## config.mk

```make
export PLATFORM = sky130hd
export DESIGN_NAME = lru_tag_dir
export DESIGN_NICKNAME = d
export VERILOG_FILES = /design/src/rtl/lru_dir_pkg.sv /design/src/rtl/lru_set_store.sv /design/src/rtl/lru_way_match.sv /design/src/rtl/lru_reorder.sv /design/src/rtl/lru_tag_dir.sv
export SDC_FILE = /design/constraint.sdc
export NUM_CORES = 1
export LEC_CHECK = 0
export BUFFER_PORTS_ARGS = -buffer_cell sky130_fd_sc_hd__buf_4
export CORE_UTILIZATION = 50
export CTS_CLUSTER_DIAMETER = 200
export CTS_CLUSTER_SIZE = 12
export DETAILED_ROUTE_END_ITERATION = 8
export PLACE_DENSITY_LB_ADDON = 0.12
export SLEW_MARGIN = 40
export SYNTH_ARGS = -nofsm -noshare
export SYNTH_HDL_FRONTEND = slang
export SYNTH_SLANG_ARGS = --single-unit
```

## constraint.sdc

```tcl
create_clock -name clk -period 42.6 [get_ports clk]
set_clock_uncertainty 0.2 [all_clocks]
set_input_delay 4.26 -clock clk [delete_from_list [all_inputs] [get_ports clk]]
set_output_delay 4.26 -clock clk [all_outputs]
set_load 0.1 [all_outputs]
```

## src/rtl/lru_dir_pkg.sv

```systemverilog
package lru_dir_pkg;

  typedef enum logic [1:0] {
    LK_IDLE = 2'd0,
    LK_CMP  = 2'd1,
    LK_RESP = 2'd2
  } lk_state_e;

  function automatic int idx_width(input int n);
    return (n > 1) ? $clog2(n) : 1;
  endfunction

endpackage

```

## src/rtl/lru_set_store.sv

```systemverilog
module lru_set_store #(
  parameter int WAYS  = 4,
  parameter int SETS  = 8,
  parameter int TAG_W = 16,
  localparam int SET_W = lru_dir_pkg::idx_width(SETS)
) (
  input  logic                        clk,
  input  logic                        rst_n,
  input  logic [SET_W-1:0]            rd_set,
  output logic [WAYS-1:0][TAG_W-1:0]  rd_row,
  input  logic                        wr_en,
  input  logic [SET_W-1:0]            wr_set,
  input  logic [WAYS-1:0][TAG_W-1:0]  wr_row
);

  logic [WAYS-1:0][TAG_W-1:0] row_q [SETS];

  // Every entry starts at zero; there is no valid bit.
  always_ff @(posedge clk or negedge rst_n) begin
    if (!rst_n) begin
      for (int s = 0; s < SETS; s++) begin
        row_q[s] <= '0;
      end
    end else if (wr_en) begin
      row_q[wr_set] <= wr_row;
    end
  end

  assign rd_row = row_q[rd_set];

endmodule

```

## src/rtl/lru_way_match.sv

```systemverilog
module lru_way_match #(
  parameter int WAYS  = 4,
  parameter int TAG_W = 16,
  localparam int IDX_W = lru_dir_pkg::idx_width(WAYS)
) (
  input  logic [WAYS-1:0][TAG_W-1:0] row,
  input  logic [TAG_W-1:0]           tag,
  output logic                       hit,
  output logic [IDX_W-1:0]           hit_idx
);

  logic [WAYS-1:0] eq;

  for (genvar w = 0; w < WAYS; w++) begin : g_cmp
    assign eq[w] = (row[w] == tag);
  end

  // Lowest slot wins: zero-filled sets may hold the same tag more than once.
  always_comb begin
    hit     = 1'b0;
    hit_idx = '0;
    for (int w = WAYS - 1; w >= 0; w--) begin
      if (eq[w]) begin
        hit     = 1'b1;
        hit_idx = IDX_W'(w);
      end
    end
  end

endmodule

```

## src/rtl/lru_reorder.sv

```systemverilog
module lru_reorder #(
  parameter int WAYS  = 4,
  parameter int TAG_W = 16,
  localparam int IDX_W = lru_dir_pkg::idx_width(WAYS)
) (
  input  logic [WAYS-1:0][TAG_W-1:0] row,
  input  logic [TAG_W-1:0]           tag,
  input  logic                       hit,
  input  logic [IDX_W-1:0]           hit_idx,
  output logic [WAYS-1:0][TAG_W-1:0] new_row
);

  // Slot 0 always receives the looked-up tag (unchanged on a slot-0 hit).
  assign new_row[0] = tag;

  if (WAYS > 1) begin : g_shift
    for (genvar j = 1; j < WAYS; j++) begin : g_slot
      logic take_upper;
      assign take_upper = !hit || (IDX_W'(j) <= hit_idx);
      assign new_row[j] = take_upper ? row[j-1] : row[j];
    end
  end

endmodule

```

## src/rtl/lru_tag_dir.sv

```systemverilog
module lru_tag_dir #(
  parameter int WAYS  = 4,
  parameter int SETS  = 8,
  parameter int BLK_W = 16
) (
  input  logic             clk,
  input  logic             rst_n,
  input  logic             req_i,
  input  logic [BLK_W-1:0] blk_i,
  output logic             ready_o,
  output logic             done_o,
  output logic             hit_o
);
  import lru_dir_pkg::*;

  localparam int SET_W = idx_width(SETS);
  localparam int IDX_W = idx_width(WAYS);
  localparam logic [SET_W-1:0] SET_MASK = SET_W'(SETS - 1);

  // Reset: asserted asynchronously, released on a clock edge.
  logic rst_meta_q, rst_sync_q;
  always_ff @(posedge clk or negedge rst_n) begin
    if (!rst_n) begin
      rst_meta_q <= 1'b0;
      rst_sync_q <= 1'b0;
    end else begin
      rst_meta_q <= 1'b1;
      rst_sync_q <= rst_meta_q;
    end
  end

  lk_state_e        state_q, state_d;
  logic [BLK_W-1:0] blk_q;
  logic             hit_q;
  logic             accept;
  logic             blk_en, hit_en;

  logic [SET_W-1:0]             set_idx;
  logic [WAYS-1:0][BLK_W-1:0]   cur_row, nxt_row;
  logic                         way_hit;
  logic [IDX_W-1:0]             way_idx;

  assign ready_o = rst_sync_q && (state_q != LK_CMP);
  assign accept  = req_i && ready_o;
  assign blk_en  = accept;
  assign hit_en  = (state_q == LK_CMP);

  always_comb begin
    state_d = state_q;
    case (state_q)
      LK_IDLE: if (accept) state_d = LK_CMP;
      LK_CMP:  state_d = LK_RESP;
      LK_RESP: state_d = accept ? LK_CMP : LK_IDLE;
      default: state_d = LK_IDLE;
    endcase
  end

  always_ff @(posedge clk or negedge rst_sync_q) begin
    if (!rst_sync_q) begin
      state_q <= LK_IDLE;
      blk_q   <= '0;
      hit_q   <= 1'b0;
    end else begin
      state_q <= state_d;
      if (blk_en) blk_q <= blk_i;
      if (hit_en) hit_q <= way_hit;
    end
  end

  assign set_idx = blk_q[SET_W-1:0] & SET_MASK;

  lru_set_store #(.WAYS(WAYS), .SETS(SETS), .TAG_W(BLK_W)) u_store (
    .clk    (clk),
    .rst_n  (rst_sync_q),
    .rd_set (set_idx),
    .rd_row (cur_row),
    .wr_en  (hit_en),
    .wr_set (set_idx),
    .wr_row (nxt_row)
  );

  lru_way_match #(.WAYS(WAYS), .TAG_W(BLK_W)) u_match (
    .row     (cur_row),
    .tag     (blk_q),
    .hit     (way_hit),
    .hit_idx (way_idx)
  );

  lru_reorder #(.WAYS(WAYS), .TAG_W(BLK_W)) u_reorder (
    .row     (cur_row),
    .tag     (blk_q),
    .hit     (way_hit),
    .hit_idx (way_idx),
    .new_row (nxt_row)
  );

  assign done_o = (state_q == LK_RESP);
  assign hit_o  = hit_q;

endmodule

```

# Word level (Yosys, flattened, before mapping)

Cells that the tools add are included.

Bits in registers: 533
Input bits: 19
Output and inout port bits: 3
Word-level logic and storage cells: 79

Order comparisons: 5
Eq/ne operators: 8
Muxes and demuxes: 20
Bitwise gates (word level): 1
Reductions and logical operators: 8

Operators with widths:

| kind                                                                            | count |
|---|---|
| 512-bit bitwise mux                                                             | 1 |
| 64-bit binary-select mux with 3-bit select                                      | 1 |
| 64-bit demux with 3-bit select                                                  | 1 |
| 64-bit 2-to-1 mux                                                               | 3 |
| 16-bit equality test                                                            | 4 |
| 16-bit 2-to-1 mux                                                               | 3 |
| 2-bit 2-to-1 mux                                                                | 5 |
| 2-bit case mux with 3 select lines                                              | 1 |
| 1-bit 2-to-1 mux                                                                | 5 |
| 4-bit greater-or-equal comparator, second input constant                        | 1 |
| 2-bit less-or-equal comparator, first input constant                            | 2 |
| 4-bit by 1-bit < comparator with 1-bit output, second input constant            | 1 |
| 3-bit inverter with 4-bit output                                                | 1 |
| 1-bit logical AND                                                               | 3 |
| 1-bit logical OR                                                                | 3 |
| 2-bit by 1-bit equality test with 1-bit output, second input constant           | 1 |
| 2-bit equality test, second input constant                                      | 1 |
| 1-bit by 2-bit less-or-equal comparator with 1-bit output, first input constant | 1 |
| 2-bit zero test                                                                 | 1 |
| 2-bit by 1-bit != test with 1-bit output, second input constant                 | 1 |
| 2-bit != test, second input constant                                            | 1 |
| 1-bit zero test                                                                 | 1 |

# Logic depth before layout (Yosys ltp)

Depth after elaboration: 13
Gate-level depth with buffers: 15
Depth with buffers taken out: 9

# By module

From an unflattened synthesis, not the netlist that was laid out.

Cell total of the unflattened synthesis: 1522
Area total of the unflattened synthesis: 25122.8 µm²

Modules (own cells, without submodules):

| module        | times used | cells an instance | area an instance (µm²) | seq. area each (µm²) |
|---|---|---|---|---|
| lru_set_store | 1          | 1314              | 22779.3                | 12812.3 |
| lru_tag_dir   | 1          | 47                | 820.8                  | 525.5 |
| lru_reorder   | 1          | 71                | 777.0                  | 0.0 |
| lru_way_match | 1          | 90                | 745.7                  | 0.0 |

# Least setup slack after synthesis

No wires, ideal clock.

Kind: register to output
Start: register rst_sync_q
End: output port ready_o
Arrival: 13.489 ns
Required time: 38.140 ns
Slack: 24.651 ns
Cell stages (with the launch flop): 2
Buffers on the path: 0
Cells stage by stage: dfrtp_1 and2_1

Longest elaborated chain between the ends: 1

RTL lines:

| what                   | RTL line          | text |
|---|---|---|
| start, declared        | lru_tag_dir.sv:21 | `logic rst_meta_q, rst_sync_q;` |
| start signal, assigned | lru_tag_dir.sv:28 | `rst_sync_q <= rst_meta_q;` |
| 1-bit logical AND      | lru_tag_dir.sv:43 | `assign ready_o = rst_sync_q && (state_q != LK_CMP);` |
| end, declared          | lru_tag_dir.sv:10 | `output logic ready_o,` |

Every way passes these cells.

# Worst setup path in the final report

Ends and elaborated chain as after synthesis.

==> impl_metrics.py <==
metrics = {
    "sta": {
        "min_period_over_period": 0.1541,
        "period_needed_ns": 6.564,
        "slew_violations": 0,
        "max_freq_mhz": 152.4,
        "finalHoldViolations": 0,
        "finalSetupTns_ns": 0,
        "rsz0062_at_grt": "no",
        "worstMarginPinSlew_ns": 0.8532,
        "slew_headroom": 0.4286,
        "setup_viol": 0,
    },
    "clocking": {
        "holdBufCountCts": 0,
        "clk_pin_slew_ns": 0.06,
        "cts_root_buffer": "clkbuf_16",
        "postCtsSetupRepairBufs": 0,
        "cts_made_buffers": 50,
        "cts.sinks": 533,
        "clkLatencyLatePin_ns": 0.60,
        "htreeDepth": 2,
        "post_cts_resize_count": 0,
        "clk_path_buf_depth": 3,
        "cts_tree": "yes",
    },
    "pwr": {
        "swShare": 0.3302,
        "netSwitchingPower_mw": 0.5750,
        "power_mw": 1.741,
        "clock_power_share": 0.231,
        "power_density_nw_per_um2": 65.11,
        "p_leak_nw": 12.47,
        "power_frac_comb": 0.306,
        "pwr-share-seq": 0.463,
        "intPower_mw": 1.166,
        "vdd_ir_drop_max_mv": 0.03315,
    },
    "cells_and_area": {
        "syn2layout_area_growth_pct": 8.878,
        "fin_nets": 1994,
        "layout_commonest_cell": "dfrtp_1",
        "fill_cells": 4129,
        "final_cell_mix": "529 x dfrtp_1, 398 x nand2_1, 305 x mux2_2",
        "num_antenna_cells": 0,
        "stdcell_area_sq_um": 26740,
        "drive_gt1_frac": 0.2633,
        "regArea_sq_um": 13350,
        "multi_input_area_sq_um": 10660,
        "final_util": 0.5555,
    },
    "die": {
        "io_pins": 22,
        "die_w_microns": 223.6,
        "rows": 80,
        "initial_core_util": 0.5102,
        "core_area_sq_um": 48150,
        "die_y_microns": 223.6,
        "dieArea_sq_um": 50020,
    },
    "detailed_routing": {
        "firstDrtPassIters": 5,
        "wirelength_microns": 63590,
        "ant_nets": 0,
        "vias": 15740,
        "vias_per_cell": 5.974,
        "drtIter0Drc": 1279,
        "drc_errors": 0,
        "wl_per_cell_microns": 24.13,
    },
    "critical_path": {
        "cp_slowest_cell": "dfrtp_4",
        "worstPathRequired_ns": 38.14,
        "critPathArrivalTime_ns": 2.10,
        "end_kind": "primary output",
        "cp-start-kind": "flop",
        "path_cells": "and2_1, buf_4",
        "max_stage_delay_ns": 0.80,
        "critical_path_class": "flop to primary output",
        "path_max_fanout": 38,
        "critPathBufInv": 1,
        "crit_family": "flip-flops",
    },
    "synthesis": {
        "synth.distinct_cells": 55,
        "synth_edf_count": 0,
        "ys_ff_latch": 533,
        "netlist.area_leader.share": 0.5430,
        "syn_nets": 2034,
        "synthFlopType": "dfrtp_1",
        "synth-seq-area-share": 0.5430,
        "synth.largest_area_cell": "dfrtp_1",
        "syn_inst": 2015,
        "syn-cell-area_sq_um": 24560,
        "synth_warnings": 0,
        "synth_area_leaders": "dfrtp_1 54%, mux2_2 14%, mux4_2 7.2%",
        "syn_area_per_cell_sq_um": 12.19,
        "synthArstFlopShare": 1.000,
    },
    "placement": {
        "port-buffer-count": 21,
        "dpl-instance-area_sq_um": 25370,
        "place_congestion": 0.7993,
        "hpwl_microns": 37600,
    },
    "global_routing": {
        "grt_pass1_vias": 16360,
        "gr-usage-all-layers": 0.2634,
        "grt_pass1_wl_microns": 99460,
        "antenna_found_initial": 0,
        "grt-ovfl-total": 0,
        "grt_max_degree": 146,
    },
    "flow_run": {
        "maxCapViolations": 0,
    },
    "hold_path": {
        "worstHoldPathType": "flop to async pin",
    },
    "outcome": {
        "outcome": "finished clean",
    },
}
area by class of cell:
type | count | share of cell area
Clock buffer | 55 | 0.04987
Clock inverter | 1 | 0.0003275
Inverter | 6 | 0.0008421
Multi-Input combinational cell | 1330 | 0.3986
Sequential cell | 533 | 0.4992
Tap cell | 656 | 0.03069
Timing Repair Buffer | 54 | 0.02049
path summary, 6_finish.rpt:
| path | endpoint | from | slack, ns | depth (start not counted) |
|---|---|---|---|---|
| setup / recovery | ready_o | rst_sync_q | 36.04 | 2 |
| hold / removal | u_store.row_q[90] | rst_sync_q | 0.13 | 0 |
| setup reg to reg | u_store.row_q[249] | blk_q[0] | 36.51 | 12 |
| hold reg to reg | u_store.row_q[90] | rst_sync_q | 0.13 | 0 |
| max in group asynchronous | rst_sync_q | rst_n | 38.87 | 1 |
| min in group clk | rst_sync_q | rst_meta_q | 0.15 | 0 |
kinds of logic (layout without fill, tap and decap cells):
group / count (synthesis) / count (layout) / synth area share
simple gates: 510 / 510 / 0.08644
other cells: 1 / 1 / 0.0001527
compound gates: 250 / 250 / 0.05868
mux: 516 / 516 / 0.2655
buf+inv: 152 / 116 / 0.02730
flops: 533 / 533 / 0.5430
xor+xnor: 53 / 53 / 0.01890
layer usage:
layer,part of all wire,GRT usage
met1,0.44,0.3661
met2,0.47,0.4191
met5,0,0
met4,0.028,0.08285
met3,0.062,0.05142
metrics by stage:
step	std cells	setup WS (ns)	hold WS (ns)
6_report	2635	36.04	0.1339
5_1_grt	2635	35.93	0.1687
4_1_cts	2634	36.00	0.1500
3_5_place_dp	2578	36.54	0.1418
3_3_place_gp	2573	36.60	0.1376
2_1_floorplan	2015	24.65	0.1312
flip-flops by register name (all words and copies together) (netlist names):
register / cells
state_q: 2
blk_q: 16
rst_meta_q: 1
rst_sync_q: 1
u_store.row_q: 512
hit_o: 1
cell usage after synthesis (6+ instances only):
master    instances
dfrtp_1         533
nand2_1         404
mux2_2          305
o21ai_0         169
mux2i_1         133
clkbuf_1        102
mux4_2           78
xnor2_1          30
a22oi_1          28
nor2_1           25
buf_2            23
xor2_1           23
and2_1           18
nand2b_1         17
a21oi_1          11
buf_4             9
nor3_1            9
buf_1             7
o22ai_1           7
nand3_1           6
nand4_1           6
nor4_1            6
power groups by stage:
stage | sequential (mW) | clock (mW) | combinational, mW
global route | 0.828 | 0.432 | 0.586
floorplan | 0.780 | 0 | 0.407
global placement | 0.802 | 0 | 0.520
detailed placement | 0.813 | 0 | 0.535
CTS | 0.804 | 0.413 | 0.536
finish | 0.806 | 0.402 | 0.534
No activity file was read; power rests on OpenSTA's default activity.
